===== src/rtl/ptw_pkg.sv =====
package ptw_pkg;

  localparam int ENTRY_W = 64;
  localparam int IDX_W   = 9;
  localparam int PAGE_SH = 12;
  localparam int PS_BIT  = 7;
  localparam int LVL_W   = 3;

  typedef enum logic [1:0] {
    ACC_READ  = 2'd0,
    ACC_WRITE = 2'd1,
    ACC_FETCH = 2'd2
  } acc_kind_e;

  typedef enum logic [1:0] {
    ST_IDLE  = 2'd0,
    ST_ISSUE = 2'd1,
    ST_WAIT  = 2'd2,
    ST_DONE  = 2'd3
  } walk_st_e;

endpackage


===== src/rtl/ptw_index.sv =====
module ptw_index
  import ptw_pkg::*;
#(
  parameter int LEVELS = 4,
  parameter int PA_W   = 52
) (
  input  logic [PA_W-PAGE_SH-1:0]   frame,
  input  logic [IDX_W*LEVELS-1:0]   gpa_hi,
  input  logic [LVL_W-1:0]          level,
  output logic [PA_W-1:0]           addr
);

  logic [IDX_W-1:0] idx_of [LEVELS];
  logic [IDX_W-1:0] idx;

  for (genvar g = 0; g < LEVELS; g++) begin : g_slice
    assign idx_of[g] = gpa_hi[g*IDX_W +: IDX_W];
  end

  always_comb begin
    idx = '0;
    for (int l = 0; l < LEVELS; l++) begin
      if (level == LVL_W'(l + 1)) idx = idx_of[l];
    end
  end

  assign addr = {frame, idx, 3'b000};

endmodule


===== src/rtl/ptw_entry_eval.sv =====
module ptw_entry_eval
  import ptw_pkg::*;
#(
  parameter int PA_W = 52
) (
  input  logic [ENTRY_W-1:0]      entry,
  input  logic [LVL_W-1:0]        level,
  input  logic [29:0]             gpa_lo,
  input  logic [2:0]              perm_in,
  output logic                    present,
  output logic                    leaf,
  output logic [2:0]              perm_out,
  output logic [PA_W-PAGE_SH-1:0] next_frame,
  output logic [PA_W-1:0]         leaf_hpa
);

  logic [PA_W-1:0] ent_addr;
  logic [PA_W-1:0] off_ext;
  logic [PA_W-1:0] lo_mask;
  logic            ps;
  logic            large_ok;
  int              sh;
  logic            unused_entry_bits;

  assign unused_entry_bits = ^{entry[ENTRY_W-1:PA_W], entry[11:8], entry[6:3]};

  assign present    = |entry[2:0];
  assign perm_out   = perm_in & entry[2:0];
  assign ps         = entry[PS_BIT];
  assign large_ok   = (level == 3'd2) || (level == 3'd3);
  assign leaf       = (level == 3'd1) || (ps && large_ok);
  assign next_frame = entry[PA_W-1:PAGE_SH];
  assign ent_addr   = {entry[PA_W-1:PAGE_SH], {PAGE_SH{1'b0}}};
  assign off_ext    = {{(PA_W-30){1'b0}}, gpa_lo};

  always_comb begin
    unique case (level)
      3'd2:    sh = PAGE_SH + IDX_W;
      3'd3:    sh = PAGE_SH + 2 * IDX_W;
      default: sh = PAGE_SH;
    endcase
  end

  assign lo_mask  = (PA_W'(1) << sh) - PA_W'(1);
  assign leaf_hpa = (ent_addr & ~lo_mask) | (off_ext & lo_mask);

endmodule


===== src/rtl/ptw_perm_check.sv =====
module ptw_perm_check
  import ptw_pkg::*;
(
  input  logic [1:0] kind,
  input  logic [2:0] perm,
  output logic [2:0] need,
  output logic       allowed
);

  always_comb begin
    unique case (acc_kind_e'(kind))
      ACC_WRITE: need = 3'b010;
      ACC_FETCH: need = 3'b100;
      default:   need = 3'b001;
    endcase
  end

  assign allowed = |(need & perm);

endmodule


===== src/rtl/ptw_walker.sv =====
module ptw_walker
  import ptw_pkg::*;
#(
  parameter int LEVELS = 4,
  parameter int PA_W   = 52
) (
  input  logic                      clk,
  input  logic                      rst_n,
  input  logic                      req_valid,
  input  logic [12+9*LEVELS-1:0]    req_gpa,
  input  logic [1:0]                req_kind,
  input  logic [PA_W-1:0]           root_base,
  output logic                      req_ready,
  output logic                      rd_valid,
  output logic [PA_W-1:0]           rd_addr,
  input  logic                      rsp_valid,
  input  logic [63:0]               rsp_data,
  output logic                      done,
  output logic                      done_fault,
  output logic [PA_W-1:0]           done_hpa,
  output logic [2:0]                flt_kind,
  output logic [12+9*LEVELS-1:0]    flt_gpa,
  output logic [2:0]                flt_level,
  output logic [2:0]                flt_perm
);

  localparam int GPA_W = PAGE_SH + IDX_W * LEVELS;
  localparam int FRM_W = PA_W - PAGE_SH;

  // walk state
  walk_st_e          st_q, st_d;
  logic [GPA_W-1:0]  gpa_q, gpa_d;
  logic [1:0]        kind_q, kind_d;
  logic [FRM_W-1:0]  frame_q, frame_d;
  logic [LVL_W-1:0]  level_q, level_d;
  logic [2:0]        perm_q, perm_d;
  logic              walk_en;

  // result record
  logic              r_fault_q, r_fault_d;
  logic [PA_W-1:0]   r_hpa_q, r_hpa_d;
  logic [2:0]        r_kind_q, r_kind_d;
  logic [GPA_W-1:0]  r_gpa_q, r_gpa_d;
  logic [LVL_W-1:0]  r_level_q, r_level_d;
  logic [2:0]        r_perm_q, r_perm_d;
  logic              res_en;

  // entry evaluation
  logic              ev_present, ev_leaf;
  logic [2:0]        ev_perm;
  logic [FRM_W-1:0]  ev_next;
  logic [PA_W-1:0]   ev_hpa;
  logic [2:0]        acc_need;
  logic              acc_allowed;
  logic              unused_root_lo;

  assign unused_root_lo = ^root_base[PAGE_SH-1:0];

  ptw_index #(.LEVELS(LEVELS), .PA_W(PA_W)) i_index (
    .frame  (frame_q),
    .gpa_hi (gpa_q[GPA_W-1:PAGE_SH]),
    .level  (level_q),
    .addr   (rd_addr)
  );

  ptw_entry_eval #(.PA_W(PA_W)) i_eval (
    .entry      (rsp_data),
    .level      (level_q),
    .gpa_lo     (gpa_q[29:0]),
    .perm_in    (perm_q),
    .present    (ev_present),
    .leaf       (ev_leaf),
    .perm_out   (ev_perm),
    .next_frame (ev_next),
    .leaf_hpa   (ev_hpa)
  );

  ptw_perm_check i_perm (
    .kind    (kind_q),
    .perm    (ev_perm),
    .need    (acc_need),
    .allowed (acc_allowed)
  );

  // next-state logic
  always_comb begin
    st_d      = st_q;
    gpa_d     = gpa_q;
    kind_d    = kind_q;
    frame_d   = frame_q;
    level_d   = level_q;
    perm_d    = perm_q;
    walk_en   = 1'b0;
    res_en    = 1'b0;
    r_fault_d = 1'b0;
    r_hpa_d   = '0;
    r_kind_d  = '0;
    r_gpa_d   = '0;
    r_level_d = '0;
    r_perm_d  = '0;
    unique case (st_q)
      ST_IDLE: begin
        if (req_valid) begin
          walk_en = 1'b1;
          st_d    = ST_ISSUE;
          gpa_d   = req_gpa;
          kind_d  = req_kind;
          frame_d = root_base[PA_W-1:PAGE_SH];
          level_d = LVL_W'(LEVELS);
          perm_d  = 3'b111;
        end
      end
      ST_ISSUE: st_d = ST_WAIT;
      ST_WAIT: begin
        if (rsp_valid) begin
          walk_en = 1'b1;
          perm_d  = ev_perm;
          if (!ev_present || ev_leaf) begin
            res_en = 1'b1;
            st_d   = ST_DONE;
            if (!ev_present || !acc_allowed) begin
              r_fault_d = 1'b1;
              r_kind_d  = acc_need;
              r_gpa_d   = gpa_q;
              r_level_d = level_q;
              r_perm_d  = ev_perm;
            end else begin
              r_hpa_d = ev_hpa;
            end
          end else begin
            frame_d = ev_next;
            level_d = level_q - LVL_W'(1);
            st_d    = ST_ISSUE;
          end
        end
      end
      ST_DONE: st_d = ST_IDLE;
      default: st_d = ST_IDLE;
    endcase
  end

  // registers
  always_ff @(posedge clk or negedge rst_n) begin
    if (!rst_n) begin
      st_q <= ST_IDLE;
    end else begin
      st_q <= st_d;
    end
  end

  always_ff @(posedge clk or negedge rst_n) begin
    if (!rst_n) begin
      gpa_q   <= '0;
      kind_q  <= '0;
      frame_q <= '0;
      level_q <= '0;
      perm_q  <= '0;
    end else if (walk_en) begin
      gpa_q   <= gpa_d;
      kind_q  <= kind_d;
      frame_q <= frame_d;
      level_q <= level_d;
      perm_q  <= perm_d;
    end
  end

  always_ff @(posedge clk or negedge rst_n) begin
    if (!rst_n) begin
      r_fault_q <= 1'b0;
      r_hpa_q   <= '0;
      r_kind_q  <= '0;
      r_gpa_q   <= '0;
      r_level_q <= '0;
      r_perm_q  <= '0;
    end else if (res_en) begin
      r_fault_q <= r_fault_d;
      r_hpa_q   <= r_hpa_d;
      r_kind_q  <= r_kind_d;
      r_gpa_q   <= r_gpa_d;
      r_level_q <= r_level_d;
      r_perm_q  <= r_perm_d;
    end
  end

  assign req_ready  = (st_q == ST_IDLE);
  assign rd_valid   = (st_q == ST_ISSUE);
  assign done       = (st_q == ST_DONE);
  assign done_fault = r_fault_q;
  assign done_hpa   = r_hpa_q;
  assign flt_kind   = r_kind_q;
  assign flt_gpa    = r_gpa_q;
  assign flt_level  = r_level_q;
  assign flt_perm   = r_perm_q;

  // checks on the walk protocol
  assert_accept_issues_R9: assert property (@(posedge clk) disable iff (!rst_n)
    (req_valid && req_ready) |=> (rd_valid && !req_ready));

  assert_single_read_R9: assert property (@(posedge clk) disable iff (!rst_n)
    rd_valid |=> !rd_valid);

  assert_done_pulse_R9: assert property (@(posedge clk) disable iff (!rst_n)
    done |=> (!done && req_ready));

  assert_fault_onehot_R8: assert property (@(posedge clk) disable iff (!rst_n)
    (done && done_fault) |-> ($countones(flt_kind) == 1));

  assert_level_range_R2: assert property (@(posedge clk) disable iff (!rst_n)
    rd_valid |-> (level_q >= 3'd1 && level_q <= LVL_W'(LEVELS)));

  assert_success_clean_R8: assert property (@(posedge clk) disable iff (!rst_n)
    (done && !done_fault) |-> (flt_kind == 3'b000 && flt_level == 3'd0));

endmodule


===== config.mk =====
export PLATFORM = sky130hd
export DESIGN_NAME = ptw_walker
export DESIGN_NICKNAME = d
export VERILOG_FILES = /design/src/rtl/ptw_pkg.sv /design/src/rtl/ptw_index.sv /design/src/rtl/ptw_entry_eval.sv /design/src/rtl/ptw_perm_check.sv /design/src/rtl/ptw_walker.sv
export SDC_FILE = /design/constraint.sdc
export NUM_CORES = 1
export LEC_CHECK = 0
export ABC_CLOCK_PERIOD_IN_PS = 4400
export CELL_PAD_IN_SITES_DETAIL_PLACEMENT = 1
export CELL_PAD_IN_SITES_GLOBAL_PLACEMENT = 1
export CORE_MARGIN = 2
export CORE_UTILIZATION = 50
export CTS_BUF_LIST = sky130_fd_sc_hd__clkbuf_16
export DETAILED_ROUTE_END_ITERATION = 10
export DONT_BUFFER_PORTS = 1
export GPL_TIMING_DRIVEN = 0
export PLACE_DENSITY = 0.83
export RECOVER_POWER = 25
export SKIP_CTS_REPAIR_TIMING = 1
export SLEW_MARGIN = 20
export SYNTH_ARGS = -nofsm -noshare
export SYNTH_HDL_FRONTEND = slang
export SYNTH_SLANG_ARGS = --single-unit

===== constraint.sdc =====
create_clock -name clk -period 4.4 [get_ports clk]
set_input_delay 0 -clock clk [delete_from_list [all_inputs] [get_ports clk]]
set_output_delay 0 -clock clk [all_outputs]
set_load 0.01 [all_outputs]

# After elaboration in Yosys (flattened, before gate mapping)
# Index checks and enable logic that the tools add are counted.
word_totals:
  out_inout_bits: 165
  input_bits: 170
  regBits: 208
op_classes:
  mux: 51
  addsub: 2
  n_bitwise: 6
  n_reduce_logical: 15
  shifts: 1
  n_eq_ne: 12
ops:
  columns: ["op", "count"]
  rows:
  - ["$mux 52", 4]
  - ["$mux 48", 4]
  - ["$mux 40", 3]
  - ["$pmux 40 s2", 1]
  - ["$and 30x52->52", 1]
  - ["$and 52x52->52", 1]
  - ["$not 52->52", 1]
  - ["$or 52x52->52", 1]
  - ["$shl 1x5->52 const A", 1]
  - ["$sub 52x2->52 const B", 1]
  - ["$mux 3", 17]
  - ["$mux 9", 4]
  - ["$pmux 3 s2", 3]
  - ["$pmux 5 s2", 1]
  - ["$mux 1", 9]
  - ["$pmux 2 s4", 1]
  - ["$and 3x3->3", 2]
  - ["$eq 2x2->1 const B", 3]
  - ["$eq 3x2->1 const B", 2]
  - ["$mux 2", 3]
  - ["$ne 2x2->1 const B", 3]
  - ["$reduce_or 3->1", 2]
  - ["$reduce_and 5->1", 1]
  - ["$eq 2x1->1 const B", 2]
  - ["other kinds (12)", 16]

# Logic depth before layout (Yosys ltp)
# Gate-level depths: netlist of run 1.
logic_depth:
  depth_word: 11
  depth_mapped: 8
  mapped_depth_nobuf: 6

# By module
# Synthesis of run 1 repeated with hierarchy kept, for this count alone.
unflattened:
  cells_unflattened: 891
  area_unflattened_um2: 10762.8
modules_own_cells:
  columns: ["mod", "cells_each", "n_inst", "area_each_um2"]
  rows:
  - ["ptw_walker", 692, 1, 9155.0]
  - ["ptw_entry_eval", 104, 1, 799.5]
  - ["ptw_index", 89, 1, 762.0]
  - ["ptw_perm_check", 6, 1, 46.3]

# Worst setup path after synthesis of run 1
# No wires, ideal clock.
synth_timing:
  path_type: "reg2reg"
  startpoint: "register level_q[0]"
  endpoint: "register frame_q[29]"
  path_stages_with_launch: 9
  n_path_buf: 2
  t_arrival_ns: 1.974
  t_required_ns: 4.275
  setup_ns: 0.125
  setup_slack_ns: 2.301
  cell_sequence: "dfrtp_1 -> inv_1 -> ha_1 -> o21bai_1 -> o211a_2 -> buf_2 -> o21ai_4 -> buf_6 -> mux2_2"
synth_via:
  elab_chain_cells: 7
  elab_cells_between_ends: 9
  classes_between: "4 x eq/ne; 5 x reduce/logical"
synth_rtl:
  columns: ["item", "line_no", "text"]
  rows:
  - ["start, declared", "ptw_walker.sv:35", "logic [LVL_W-1:0] level_q, level_d;"]
  - ["start signal, assigned", "ptw_walker.sv:162", "level_q <= level_d;"]
  - ["$eq 3x2->1", "ptw_entry_eval.sv:30", "assign large_ok = (level == 3'd2) || (level == 3'd3);"]
  - ["$logic_or 1x1->1", "ptw_entry_eval.sv:30", null]
  - ["$logic_and 1x1->1", "ptw_entry_eval.sv:31", "assign leaf = (level == 3'd1) || (ps && large_ok);"]
  - ["$logic_or 1x1->1 (*)", "ptw_entry_eval.sv:31", null]
  - ["$logic_or 1x1->1 (*)", "ptw_walker.sv:118", "if (!ev_present || ev_leaf) begin"]
  - ["$ne 2x2->1 (no line) (*)", null, null]
  - ["$reduce_and 5->1 (no line) (*)", null, null]
  - ["end signal, assigned", "ptw_walker.sv:161", "frame_q <= frame_d;"]
  - ["end, declared", "ptw_walker.sv:34", "logic [FRM_W-1:0] frame_q, frame_d;"]
# Every way passes the cells marked *; elsewhere a longest branch is shown, timed or not.
# A chain may end at the register's enable or synchronous reset.

# Worst setup path in the final report of run 1
layout_timing:
  startpoint: "register st_q[0]"
  endpoint: "register frame_q[7]"
layout_via:
  elab_chain_cells: 3
  elab_cells_between_ends: 9
  classes_between: "4 x eq/ne; 2 x mux; 3 x reduce/logical"
layout_rtl:
  columns: ["item", "line_no", "text"]
  rows:
  - ["start, declared", "ptw_walker.sv:31", "walk_st_e st_q, st_d;"]
  - ["start signal, assigned", "ptw_walker.sv:147", "st_q <= st_d;"]
  - ["$eq 2x2->1 or $logic_not 2->1 (tied branches)", "ptw_walker.sv:101", "unique case (st_q)"]
  - ["$pmux 1 s2 (tied with other cells)", "ptw_walker.sv:101", null]
  - ["$reduce_and 5->1 (no line)", null, null]
# Several ways; a longest one is shown, not always the timed one.

==> metrics.md, run 1 <==
| Metric | Value |
|---|---|
| Area added between synthesis and finish | 26.2% |
| Maximum clock frequency | 335 MHz |
| Crit Reg-Reg Endpoint | frame_q[7] |
| Static leakage | 5.37 nW |
| IR drop worst, VDD | 0.447 mV |
| Layout cells sized above 1 | 0.113 |
| Share of Yosys cell area claimed by the top area cell type | 0.558 |
| Critical path data required time | approximately 4.8 ns |
| Clk Latency, worst-skew pair | 0.52 ns |
| Input/output buffers | 0 |
| Worst relative slew slack | 0.456 |
| Final setup skew | 0.0201 ns |
| Maximum capacitance violations | 0 |
| Count of nets after finishing | 1272 |
| Half-perimeter wire length after detailed placement | ~21000 microns |
| Setup slack at placement | 1.76 ns |
| Biggest cell delay along the critical path | between 0.5 and 0.6 ns |
| Sum of overflow across all layers after global routing | 0 |
| Chip height | 141 microns |
| Seq cells post-synth | 208 |
| Routed wire length per instance | between 20 and 30 microns |
| Type of element launching the critical path | flip-flop |
| Main flop type after synthesis | sky130_fd_sc_hd__dfrtp_1 |
| Share of the yosys chip area belonging to registers | 0.558 |
| First-pass GRT wire length | 45400 microns |
| RSZ-0062 raised after global routing | false |
| Clock-pin slew on the worst setup and hold paths | 0.08 ns |
| Total number of vias | 8254 |
| TritonCTS clock tree | yes |
| Area of the mapped netlist | 9340 sq um |
| Sw frac | 0.429 |
| Hold violation count in the final report | 208 |
| Cells after synthesis | 926 |
| Via count of the first global-routing pass | slightly below 8000 |
| Buffers plus inverters on the worst setup path | 3 |
| Placer's final routability congestion estimate | ~0.83 |
| Flop pwr share | 0.435 |
| Start of the worst register-to-register path | st_q[0] |
| Category of the worst setup path capture point | flip-flop |
| Kind of critical path | flip-flop to flip-flop |
| Cell at the root of the clock tree | sky130_fd_sc_hd__clkbuf_16 |
| Critical Path Fanout Max | 10 |
| Arr. time, crit path | 3.37 ns |
| Overall die area | 19800 sq um |
| Net load switching power | 3.60 mW |
| Total negative slack | 0 ns |
| Portion of total power attributed to the clock network | 0.238 |
| Hold slack final | -0.817 ns |
| Kind of cell adding the most delay to the critical path | buffers and inverters |
| Top area cells in the synthesized netlist | sky130_fd_sc_hd__dfrtp_1, sky130_fd_sc_hd__o21ai_0, sky130_fd_sc_hd__nand2_1, sky130_fd_sc_hd__mux2_2, sky130_fd_sc_hd__clkbuf_1 |
| DRT Pass-1 Iters | 5 |
| Worst reg2reg setup slack | 1.42 ns |
| Period utilization | 0.678 |
| Reg2Reg Depth | 6 |
| Pwr Density | 711 nW/um^2 |
| Clk sink count | between 200 and 250 |
| Number of synthesized flops with an enable pin | 0 |
| Internal power | 4.78 mW |
| Pwr Total | 8.38 mW |
| Top-Level Pins | 335 |
| Number of nets still failing antenna checks after routing | 0 |
| H-tree Lvls | 1 |
| Failing checks | negative hold slack |
| Warnings from Yosys | 0 |
| Post-synth top cells | sky130_fd_sc_hd__nand2_1, sky130_fd_sc_hd__dfrtp_1, sky130_fd_sc_hd__o21ai_0, sky130_fd_sc_hd__mux2_2, sky130_fd_sc_hd__clkbuf_1 |
| Cell with the largest stage delay on the worst path | sky130_fd_sc_hd__dlygate4sd3_1 |
| Worst min-delay path category | input pin to asynchronous set/reset pin |
| Total routing usage reported by global routing | 0.298 |
| Floorplan Core Area | 18100 sq um |
| Average vias per placed instance | between 6 and 7 |
| Post-synthesis async set-or-reset flop share | 1.00 |
| Drc violations | 0 |
| Pin count of the biggest net entering global routing | 209 |
| Mean cell area of the mapped netlist | 10.1 sq um |
| Number of rows created at floorplan | 49 |
| Setup ws final | 1.42 ns |
| Sequence of cells on the critical path | nand2b_1 -> buf_2 -> clkbuf_1 -> mux2_2 -> dlygate4sd3_1 -> mux2_1 |
| Final max-slew violation count | 0 |
| Post-synthesis cell type with the largest combined area | sky130_fd_sc_hd__dfrtp_1 |
| Antenna violations before repair | 8 |
| Slew at the pin closest to its max-slew limit | between 0.8 and 0.9 ns |
| Number of buffers added by the clock tree synthesis step | 23 |
| Outcome | complete, but fails checks |
| Power share of the combinational group | 0.327 |
| Final Routed Wirelength | 37500 microns |
| Die W | 141 microns |
| Final critical path time including I/O delays and setup | between 2 and 3 ns |
| Yosys cell types | 37 |
| Initial core utilization | 0.514 |
| Fillers | 1933 |
| Maximum clock path buffer count | 3 |
| Most common cell in the synthesized netlist | sky130_fd_sc_hd__nand2_1 |
| Violation count after the first detailed-route iteration | 587 |
| Setup violators final | 0 |
[through the flow]
step / util / instances / instance area, sq um
floorplan: - / 931 / 9350
global placement: 0.531 / 1160 / 9640
detailed placement: 0.531 / 1160 / 9640
CTS: 0.572 / 1199 / 10400
global route: 0.649 / 1343 / 11800
finish: 0.649 / 1346 / 11800
[power groups by stage]
stage	clock, mW	sequential (mW)	combinational (mW)
after floorplan	0	3.29	1.77
after global placement	0	3.56	2.29
after detailed placement	0	3.59	2.40
after CTS	1.96	3.57	2.44
after global routing	2.07	3.70	2.99
final	2.00	3.65	2.74
[worst reg2reg max path, delay by kind of cell, from the launching register on]
kind | cells | cell delay (ns)
AND/OR/NAND/NOR | 1 | 0.22
multiplexers | 2 | 0.76
flip-flops | 1 | 0.46
buffers and inverters | 3 | 1.42
[logic make-up (layout without fill, tap and decap cells)]
family | after synthesis | count (layout) | synth area share
AND/OR/NAND/NOR | 264 | 264 | 0.112
AO/OA/AOI/OAI | 254 | 254 | 0.155
other | 2 | 17 | 0.000804
flip-flops | 208 | 208 | 0.558
multiplexers | 101 | 101 | 0.119
adder cells (fa/ha/maj) | 9 | 9 | 0.0121
buffers and inverters | 88 | 264 | 0.0434
[flip-flops by register name, summed over array words and instances, names as in the netlist, 3 cells and up]
register and flops:
flt_level 3, flt_perm 3, done_hpa 52, flt_gpa 48, frame_q 40, gpa_q 48
perm_q 3, flt_kind 3, level_q 3
[placed cells by master (no fill, tap or decap), types with 3 or more instances in the layout]
master | synthesis | final
sky130_fd_sc_hd__buf_6 | 8 | 8
sky130_fd_sc_hd__a22oi_1 | 8 | 8
sky130_fd_sc_hd__conb_1 | 2 | 7
sky130_fd_sc_hd__a221o_1 | 8 | 8
sky130_fd_sc_hd__nor2b_1 | 3 | 3
sky130_fd_sc_hd__and2_1 | 3 | 3
sky130_fd_sc_hd__nor2_1 | 11 | 11
sky130_fd_sc_hd__diode_2 | 0 | 10
sky130_fd_sc_hd__bufinv_16 | 0 | 3
sky130_fd_sc_hd__mux2_1 | 11 | 11
sky130_fd_sc_hd__clkbuf_1 | 59 | 59
sky130_fd_sc_hd__nand2_1 | 228 | 228
sky130_fd_sc_hd__buf_4 | 3 | 3
sky130_fd_sc_hd__dfrtp_1 | 208 | 208
sky130_fd_sc_hd__clkbuf_16 | 0 | 23
sky130_fd_sc_hd__o21ai_0 | 188 | 188
sky130_fd_sc_hd__a21oi_1 | 4 | 4
sky130_fd_sc_hd__inv_1 | 11 | 14
sky130_fd_sc_hd__mux2i_1 | 19 | 19
sky130_fd_sc_hd__mux2_2 | 71 | 71
sky130_fd_sc_hd__o21ai_1 | 12 | 12
sky130_fd_sc_hd__clkinv_2 | 0 | 3
sky130_fd_sc_hd__buf_1 | 4 | 4
sky130_fd_sc_hd__buf_2 | 3 | 3
sky130_fd_sc_hd__o31ai_1 | 26 | 26
sky130_fd_sc_hd__dlygate4sd3_1 | 0 | 137
sky130_fd_sc_hd__ha_1 | 9 | 9
sky130_fd_sc_hd__nand3_1 | 9 | 9
[worst max-delay path by stage]
stage               slack, ns       start           end  depth (start not counted)
finish                   1.42     st_q[0]    frame_q[7]                          6
global route             1.35     st_q[0]    frame_q[7]                          6
CTS                      1.72   kind_q[0]  done_hpa[24]                          8
detailed placement       1.76   kind_q[0]  done_hpa[24]                          8
global placement         1.81  level_q[0]   frame_q[15]                          8
floorplan                2.30  level_q[0]   frame_q[29]                          8
[final cells by class]
class / instances / area (sq um) / share of cell area
Sequential cell: 208 / 5200 / 0.442
Multi-Input combinational cell: 635 / 3740 / 0.318
Timing Repair Buffer: 137 / 1370 / 0.116
Clock buffer: 23 / 576 / 0.0489
Buffer: 77 / 364 / 0.0309
Tap cell: 229 / 287 / 0.0243
Clock inverter: 16 / 169 / 0.0143
Inverter: 11 / 41.3 / 0.00350
Antenna cell: 10 / 25.0 / 0.00212
[routing by layer]
| layer | global-route usage | part of all wire |
|---|---|---|
| met1 | 0.367 | 0.36 |
| met2 | 0.510 | 0.51 |
| met3 | 0.0941 | 0.075 |
| met4 | 0.0832 | 0.055 |
| met5 | 0 | 0 |
No activity file was read; power rests on OpenSTA's default activity.
==> run 2: changes to the inputs <==
- ABC_AREA: unset -> 1
- ABC_CLOCK_PERIOD_IN_PS: 4400 -> 2800
- CORE_UTILIZATION: 50 -> 45
- PLACE_DENSITY: 0.83 -> 0.8
- clock period: 4.4 -> 2.8 ns (I/O delays scaled with it)
==> metrics.md, run 2 <==
| Metric | Value |
|---|---|
| Setup violators final | 0 (unchanged) |
| First-pass GRT wire length | 54500 microns (+20%) |
| Area of the mapped netlist | 10300 sq um (+10%) |
| Arr. time, crit path | 3.16 ns (-0.21 ns) |
| Sum of overflow across all layers after global routing | 0 (unchanged) |
| Fillers | 2793 (+44%) |
| Via count of the first global-routing pass | 9538 (+24%) |
| IR drop worst, VDD | 0.639 mV (+43%) |
| Final core area utilization | 0.573 (-0.0763) |
| Pwr Total | 15.5 mW (+84%) |
| Maximum clock path buffer count | 3 (unchanged) |
| Final max-slew violation count | 0 (unchanged) |
| Total instance count after detailed placement | 1660 (+43%) |
| Top-Level Pins | 335 (unchanged) |
| Share of the yosys chip area belonging to registers | 0.505 (-0.0528) |
| Number of rows created at floorplan | 55 (+12%) |
| Type of element launching the critical path | flip-flop |
| Cell at the root of the clock tree | sky130_fd_sc_hd__clkbuf_16 |
| Final critical path time including I/O delays and setup | 2.71 ns (-0.273 ns) |
| Area added between synthesis and finish | 25.4% |
| Failing checks | negative hold slack |
| Hold violation count in the final report | 209 (+0.48%) |
| Post-synthesis async set-or-reset flop share | 1.00 (unchanged) |
| Critical Path Fanout Max | 10 (unchanged) |
| Post-synth top cells | sky130_fd_sc_hd__nand2_1, sky130_fd_sc_hd__dfrtp_1, sky130_fd_sc_hd__nor2_1, sky130_fd_sc_hd__inv_1, sky130_fd_sc_hd__nand3_1 |
| Seq cells post-synth | 208 (unchanged) |
| Count of nets after finishing | 1723 (+35%) |
| Drc violations | 0 (unchanged) |
| Violation count after the first detailed-route iteration | 779 (+33%) |
| Pin count of the biggest net entering global routing | 209 (unchanged) |
| Kind of critical path | flip-flop to flip-flop |
| Main flop type after synthesis | sky130_fd_sc_hd__dfrtp_1 |
| Cells after synthesis | 1370 (+48%) |
| Pwr Density | 1190 nW/um^2 (+68%) |
| Finished Layout Cells | 1850 (+37%) |
| Half-perimeter wire length after detailed placement | 26100 microns (+22%) |
| Top area cells in the synthesized netlist | sky130_fd_sc_hd__dfrtp_1, sky130_fd_sc_hd__nand2_1, sky130_fd_sc_hd__nand3_1, sky130_fd_sc_hd__nor2_1, sky130_fd_sc_hd__inv_1 |
| Static leakage | 6.93 nW (+29%) |
| Routed wire length per instance | 22.6 microns (-19%) |
| Setup slack at placement | 0.415 ns (-1.35 ns) |
| Number of nets still failing antenna checks after routing | 0 (unchanged) |
| Total number of vias | 10300 (+25%) |
| Share of Yosys cell area claimed by the top area cell type | 0.505 (-0.0528) |
| Total routing usage reported by global routing | 0.289 (-0.00879) |
| DRT Pass-1 Iters | 5 (unchanged) |
| Mean cell area of the mapped netlist | 7.53 sq um (-25%) |
| Final Routed Wirelength | 41700 microns (+11%) |
| Most common cell in the synthesized netlist | sky130_fd_sc_hd__nand2_1 |
| Post-synthesis cell type with the largest combined area | sky130_fd_sc_hd__dfrtp_1 |
| Clock-pin slew on the worst setup and hold paths | 0.06 ns (-0.02 ns) |
| Period utilization | 0.968 (+0.290) |
| Biggest cell delay along the critical path | 0.56 ns (about the same) |
| H-tree Lvls | 1 (unchanged) |
| Clk Latency, worst-skew pair | 0.53 ns (about the same) |
| Critical path data required time | 3.25 ns (-1.54 ns) |
| Leading cell types in the layout, fill and taps excluded | sky130_fd_sc_hd__nand2_1, sky130_fd_sc_hd__dfrtp_1, sky130_fd_sc_hd__dlygate4sd3_1 |
| Chip height | 155 microns (+10%) |
| Yosys cell types | 25 (-32%) |
| Maximum capacitance violations | 0 (unchanged) |
| Start of the worst register-to-register path | st_q[0] |
| Floorplan Core Area | 22600 sq um (+24%) |
| Worst reg2reg setup slack | 0.09 ns (-1.33 ns) |
| Outcome | complete, but fails checks |
| Maximum clock frequency | 369 MHz (+10%) |
| Worst min-delay path category | input pin to asynchronous set/reset pin |
| Clk sink count | 208 (unchanged) |
| Average vias per placed instance | 5.58 (-9.0%) |
| Die W | 155 microns (+10%) |
| Cell with the largest stage delay on the worst path | sky130_fd_sc_hd__dlygate4sd3_1 |
| Warnings from Yosys | 0 (unchanged) |
| Category of the worst setup path capture point | flip-flop |
| Number of synthesized flops with an enable pin | 0 (unchanged) |
| Antenna violations before repair | 2 (-6) |
| Worst relative slew slack | 0.436 (-0.0197) |
| Input/output buffers | 0 (unchanged) |
| Overall die area | 24100 sq um (+22%) |
| TritonCTS clock tree | yes |
| Slew at the pin closest to its max-slew limit | 0.845 ns (+0.0295 ns) |
| Final setup skew | 0.0150 ns (-0.00512 ns) |
| Max reg flops | 52 (unchanged) |
| Initial core utilization | 0.457 (-0.0575) |
| Sequence of cells on the critical path | inv_1 -> nand2_2 -> buf_2 -> buf_1 -> nand2_1 -> nand2_1 -> dlygate4sd3_1 -> nand3_1 -> nand2_1 |
| Commonest non-fill, non-tap cell in the layout | sky130_fd_sc_hd__nand2_1 |
| Hold slack final | -0.817 ns (+0.000123 ns) |
| Number of buffers added by the clock tree synthesis step | 24 (+4.3%) |
| Most frequent CP cell | sky130_fd_sc_hd__nand2_1 |
| Layout cells sized above 1 | 0.0602 (-0.0527) |
| Crit Reg-Reg Endpoint | frame_q[29] |
| Reg2Reg Depth | 9 (+3) |
| Placer's final routability congestion estimate | 0.866 (+4.4%) |
| Setup ws final | 0.0905 ns (-1.33 ns) |
==> run 2: cell types whose count changed in the layout (fill, tap and decap cells not counted), sizes merged, moves of 19 or more <==
cell	before	now
mux2i	19	0
nand2	228	467
mux2	82	0
nand4	0	44
buf	18	55
nand3	9	124
o21ai	201	79
nor2	11	137
o31ai	26	0
a21oi	4	51
inv	16	140
==> run 2: through the flow <==
step | hold slack (ns) | setup TNS, ns | area [sq um]
2_1_floorplan | -0.296 | 0 | 10300
3_3_place_gp | -0.290 | 0 | 10700
3_5_place_dp | -0.289 | 0 | 10700
4_1_cts | -0.832 | 0 | 11500
5_1_grt | -0.839 | -0.0551 | 12900
6_report | -0.817 | 0 | 12900
==> run 2: kinds of logic after synthesis <==
logic type / synth area share
AND/OR/NAND/NOR: 0.312
buffers and inverters: 0.0988
flip-flops: 0.505
AO/OA/AOI/OAI: 0.0724
adder cells (fa/ha/maj): 0.0109
other: 0.000728
==> run 2: how the worst max path moves through the flow <==
| stage | start | endpoint | slack [ns] |
|---|---|---|---|
| floorplan | level_q[0] | flt_gpa[28] | 1.07 |
| global placement | kind_q[0] | flt_perm[1] | 0.46 |
| detailed placement | kind_q[0] | flt_perm[1] | 0.41 |
| CTS | kind_q[0] | flt_perm[1] | 0.38 |
| global route | st_q[0] | frame_q[29] | -0.03 |
| finish | st_q[0] | frame_q[29] | 0.09 |
==> run 2: worst max-delay path: cells and delay by family (launching register included) <==
family                 cells  cell delay [ns]
buffers and inverters      4             1.44
flip-flops                 1             0.39
AND/OR/NAND/NOR            5             0.80
==> run 2: final cells by class <==
type | instances | area (sq um) | share of cell area
multi-input combinational | 931 | 4110 | 0.318
clock inverter | 18 | 176 | 0.0136
antenna | 4 | 10.0 | 0.000774
sequential | 208 | 5200 | 0.403
buffer | 99 | 504 | 0.0390
clock buffer | 25 | 626 | 0.0484
inverter | 137 | 514 | 0.0398
timing repair buffer | 143 | 1430 | 0.111
tap | 285 | 357 | 0.0276
==> run 2: power breakdown <==
part	internal, mW	total (mW)	leakage (nW)	switching, mW
Clock	1.97	3.28	0.405	1.31
Combinational	1.95	6.26	3.97	4.31
Sequential	4.36	5.92	2.56	1.56
==> run 2: layer usage <==
metal  vias to the layer above  routed length [microns]  track usage
met5                         -                        0            0
met4                         0                     2000       0.0922
met3                       140                     3390       0.0872
met2                       457                    20400        0.487
met1                      5075                    15900        0.358
li1                       4656                        -            -
==> run 3: changes to the inputs <==
- CTS_CLUSTER_SIZE: unset -> 16
- REMOVE_ABC_BUFFERS: unset -> 1
==> metrics.md, run 3 (same netlist as run 2, synthesis figures left out) <==
| Metric | Value |
|---|---|
| Outcome | complete, but fails checks |
| Failing checks | negative hold slack |
| Maximum clock path buffer count | 3 (unchanged) |
| Floorplan Core Area | 22600 sq um (unchanged) |
| DRT Pass-1 Iters | 5 (unchanged) |
| Maximum capacitance violations | 0 (unchanged) |
| Max reg flops | 52 (unchanged) |
| Worst relative slew slack | 0.348 (-0.0886) |
| Portion of total power attributed to the clock network | 0.210 (-0.002) |
| Static leakage | 6.79 nW (-2.2%) |
| Commonest non-fill, non-tap cell in the layout | sky130_fd_sc_hd__nand2_1 |
| Start of the worst register-to-register path | level_q[0] |
| Half-perimeter wire length after detailed placement | 19500 microns (-25%) |
| Critical Path Fanout Max | 46 (+36) |
| Number of buffers added by the clock tree synthesis step | 25 (+4.2%) |
| First-pass GRT wire length | 52300 microns (-3.9%) |
| Sum of overflow across all layers after global routing | 0 (unchanged) |
| Sw frac | 0.470 (+0.00519) |
| Fraction of met1 tracks used by global routing | 0.340 (-0.0180) |
| Power share of the combinational group | 0.404 (about the same) |
| Setup slack at placement | -1.24 ns (-1.65 ns) |
| Chip height | 155 microns (unchanged) |
| Pwr Total | 15.3 mW (-0.98%) |
| Total routing usage reported by global routing | 0.271 (-0.0184) |
| Maximum clock frequency | 365 MHz (-1.1%) |
| Via count of the first global-routing pass | 9395 (-1.5%) |
| Placer's final routability congestion estimate | 0.747 (-14%) |
| Setup violators final | 0 (unchanged) |
| Worst min-delay path category | input pin to asynchronous set/reset pin |
| Final setup skew | 0.0136 ns (-0.00142 ns) |
| Setup ws final | 0.0610 ns (-0.0295 ns) |
| Arr. time, crit path | 3.14 ns (-0.02 ns) |
| Buffers plus inverters on the worst setup path | 3 (-1) |
| Drc violations | 0 (unchanged) |
| Overall die area | 24100 sq um (unchanged) |
| Category of the worst setup path capture point | flip-flop |
| Average vias per placed instance | 5.70 (+2.1%) |
| Routed wire length per instance | 22.7 microns (+0.63%) |
| Period utilization | 0.978 (+0.0105) |
| Met3 track demand over resource | 0.0744 (-0.0128) |
| Number of nets still failing antenna checks after routing | 0 (unchanged) |
| Top-Level Pins | 335 (unchanged) |
| Worst setup startpoint | level_q[0] |
| Leading cell types in the layout, fill and taps excluded | sky130_fd_sc_hd__nand2_1, sky130_fd_sc_hd__dfrtp_1, sky130_fd_sc_hd__inv_1 |
| Number of rows created at floorplan | 55 (unchanged) |
| Pwr Density | 1200 nW/um^2 (about the same) |
| H-tree Lvls | 1 (unchanged) |
| Cell with the largest stage delay on the worst path | sky130_fd_sc_hd__dfrtp_1 |
| Hold violation count in the final report | 209 (unchanged) |
| Clock-pin slew on the worst setup and hold paths | 0.06 ns (about the same) |
| Hold slack final | -0.822 ns (-0.00440 ns) |
| IR drop worst, VDD | 0.759 mV (+19%) |
| Antenna violations before repair | 1 (-1) |
| Initial core utilization | 0.457 (unchanged) |
| Final critical path time including I/O delays and setup | 2.74 ns (+0.0295 ns) |
| Net load switching power | 7.18 mW (+0.13%) |
| Pin count of the biggest net entering global routing | 209 (unchanged) |
| Input/output buffers | 0 (unchanged) |
| Final max-slew violation count | 0 (unchanged) |
| Sequence of cells on the critical path | ha_1 -> nand2_8 -> nand2_4 -> nand2_4 -> nand2_8 -> nand3_4 -> buf_12 -> buf_16 -> nand2_1 -> inv_1 -> nor2_1 |
| Biggest cell delay along the critical path | 0.42 ns (-0.14 ns) |
| Kind of cell adding the most delay to the critical path | simple AND/OR/NAND/NOR gates |
| Total number of vias | 10000 (-2.8%) |
| Clk Latency, worst-skew pair | 0.52 ns (about the same) |
| Cell at the root of the clock tree | sky130_fd_sc_hd__clkbuf_16 |
| Clk sink count | 208 (unchanged) |
| Internal power | 8.12 mW (-1.9%) |
| TritonCTS clock tree | yes |
| Type of element launching the critical path | flip-flop |
| Area added between synthesis and finish | 24.1% |
| Gr busiest metal | met2 |
| Die W | 155 microns (unchanged) |
| Kind of critical path | flip-flop to flip-flop |
| Violation count after the first detailed-route iteration | 602 (-23%) |
| Critical path data required time | 3.20 ns (-0.05 ns) |
| Slew at the pin closest to its max-slew limit | 0.978 ns (+0.133 ns) |
| Flop pwr share | 0.386 (+0.003) |
| Layout cells sized above 1 | 0.0468 (-0.0134) |
| Final Routed Wirelength | 40000 microns (-4.2%) |
| Met2 GRT Util | 0.464 (-0.0234) |
| Count of nets after finishing | 1634 (-5.2%) |
==> run 3: routing by layer <==
layer,part of all wire,vias to the layer above
met4,0.036,0
met3,0.072,116
met2,0.50,415
met5,0,-
li1,-,4484
met1,0.39,5019
==> run 3: power groups by stage <==
stage	registers, mW	logic [mW]	clock network (mW)
2_1_floorplan	5.41	3.61	0
4_1_cts	5.85	5.54	3.26
6_report	5.91	6.18	3.21
3_3_place_gp	5.91	4.59	0
3_5_place_dp	5.88	5.48	0
5_1_grt	6.04	6.88	3.38
==> run 3: layout make-up <==
cell class / count / area, sq um
Sequential cell: 208 / 5200
Timing Repair Buffer: 147 / 1630
Antenna cell: 3 / 7.51
Multi-Input combinational cell: 936 / 4290
Clock buffer: 25 / 626
Fill cell: 2718 / 9770
Inverter: 137 / 519
Tap cell: 285 / 357
Clock inverter: 20 / 169
==> run 3: worst paths after layout <==
check                      depth (start not counted)           end  slack, ns
setup / recovery                                  11  done_hpa[12]       0.06
hold / removal                                     0   frame_q[25]      -0.82
setup reg to reg                                  11  done_hpa[12]       0.06
hold reg to reg                                    2      gpa_q[5]       0.53
max in group asynchronous                          0     gpa_q[47]       2.80
min in group clk                                   5   flt_perm[1]          0
==> run 3: per-stage QoR <==
step                instances  setup TNS [ns]  area (sq um)  utilization
global placement         1561         -829.61         10200        0.451
global route             1759          -0.219         12800        0.567
detailed placement       1569         -122.17         10500        0.464
CTS                      1614         -125.54         11300        0.499
finish                   1761               0         12800        0.567
floorplan                1276         -240.98          9830            -
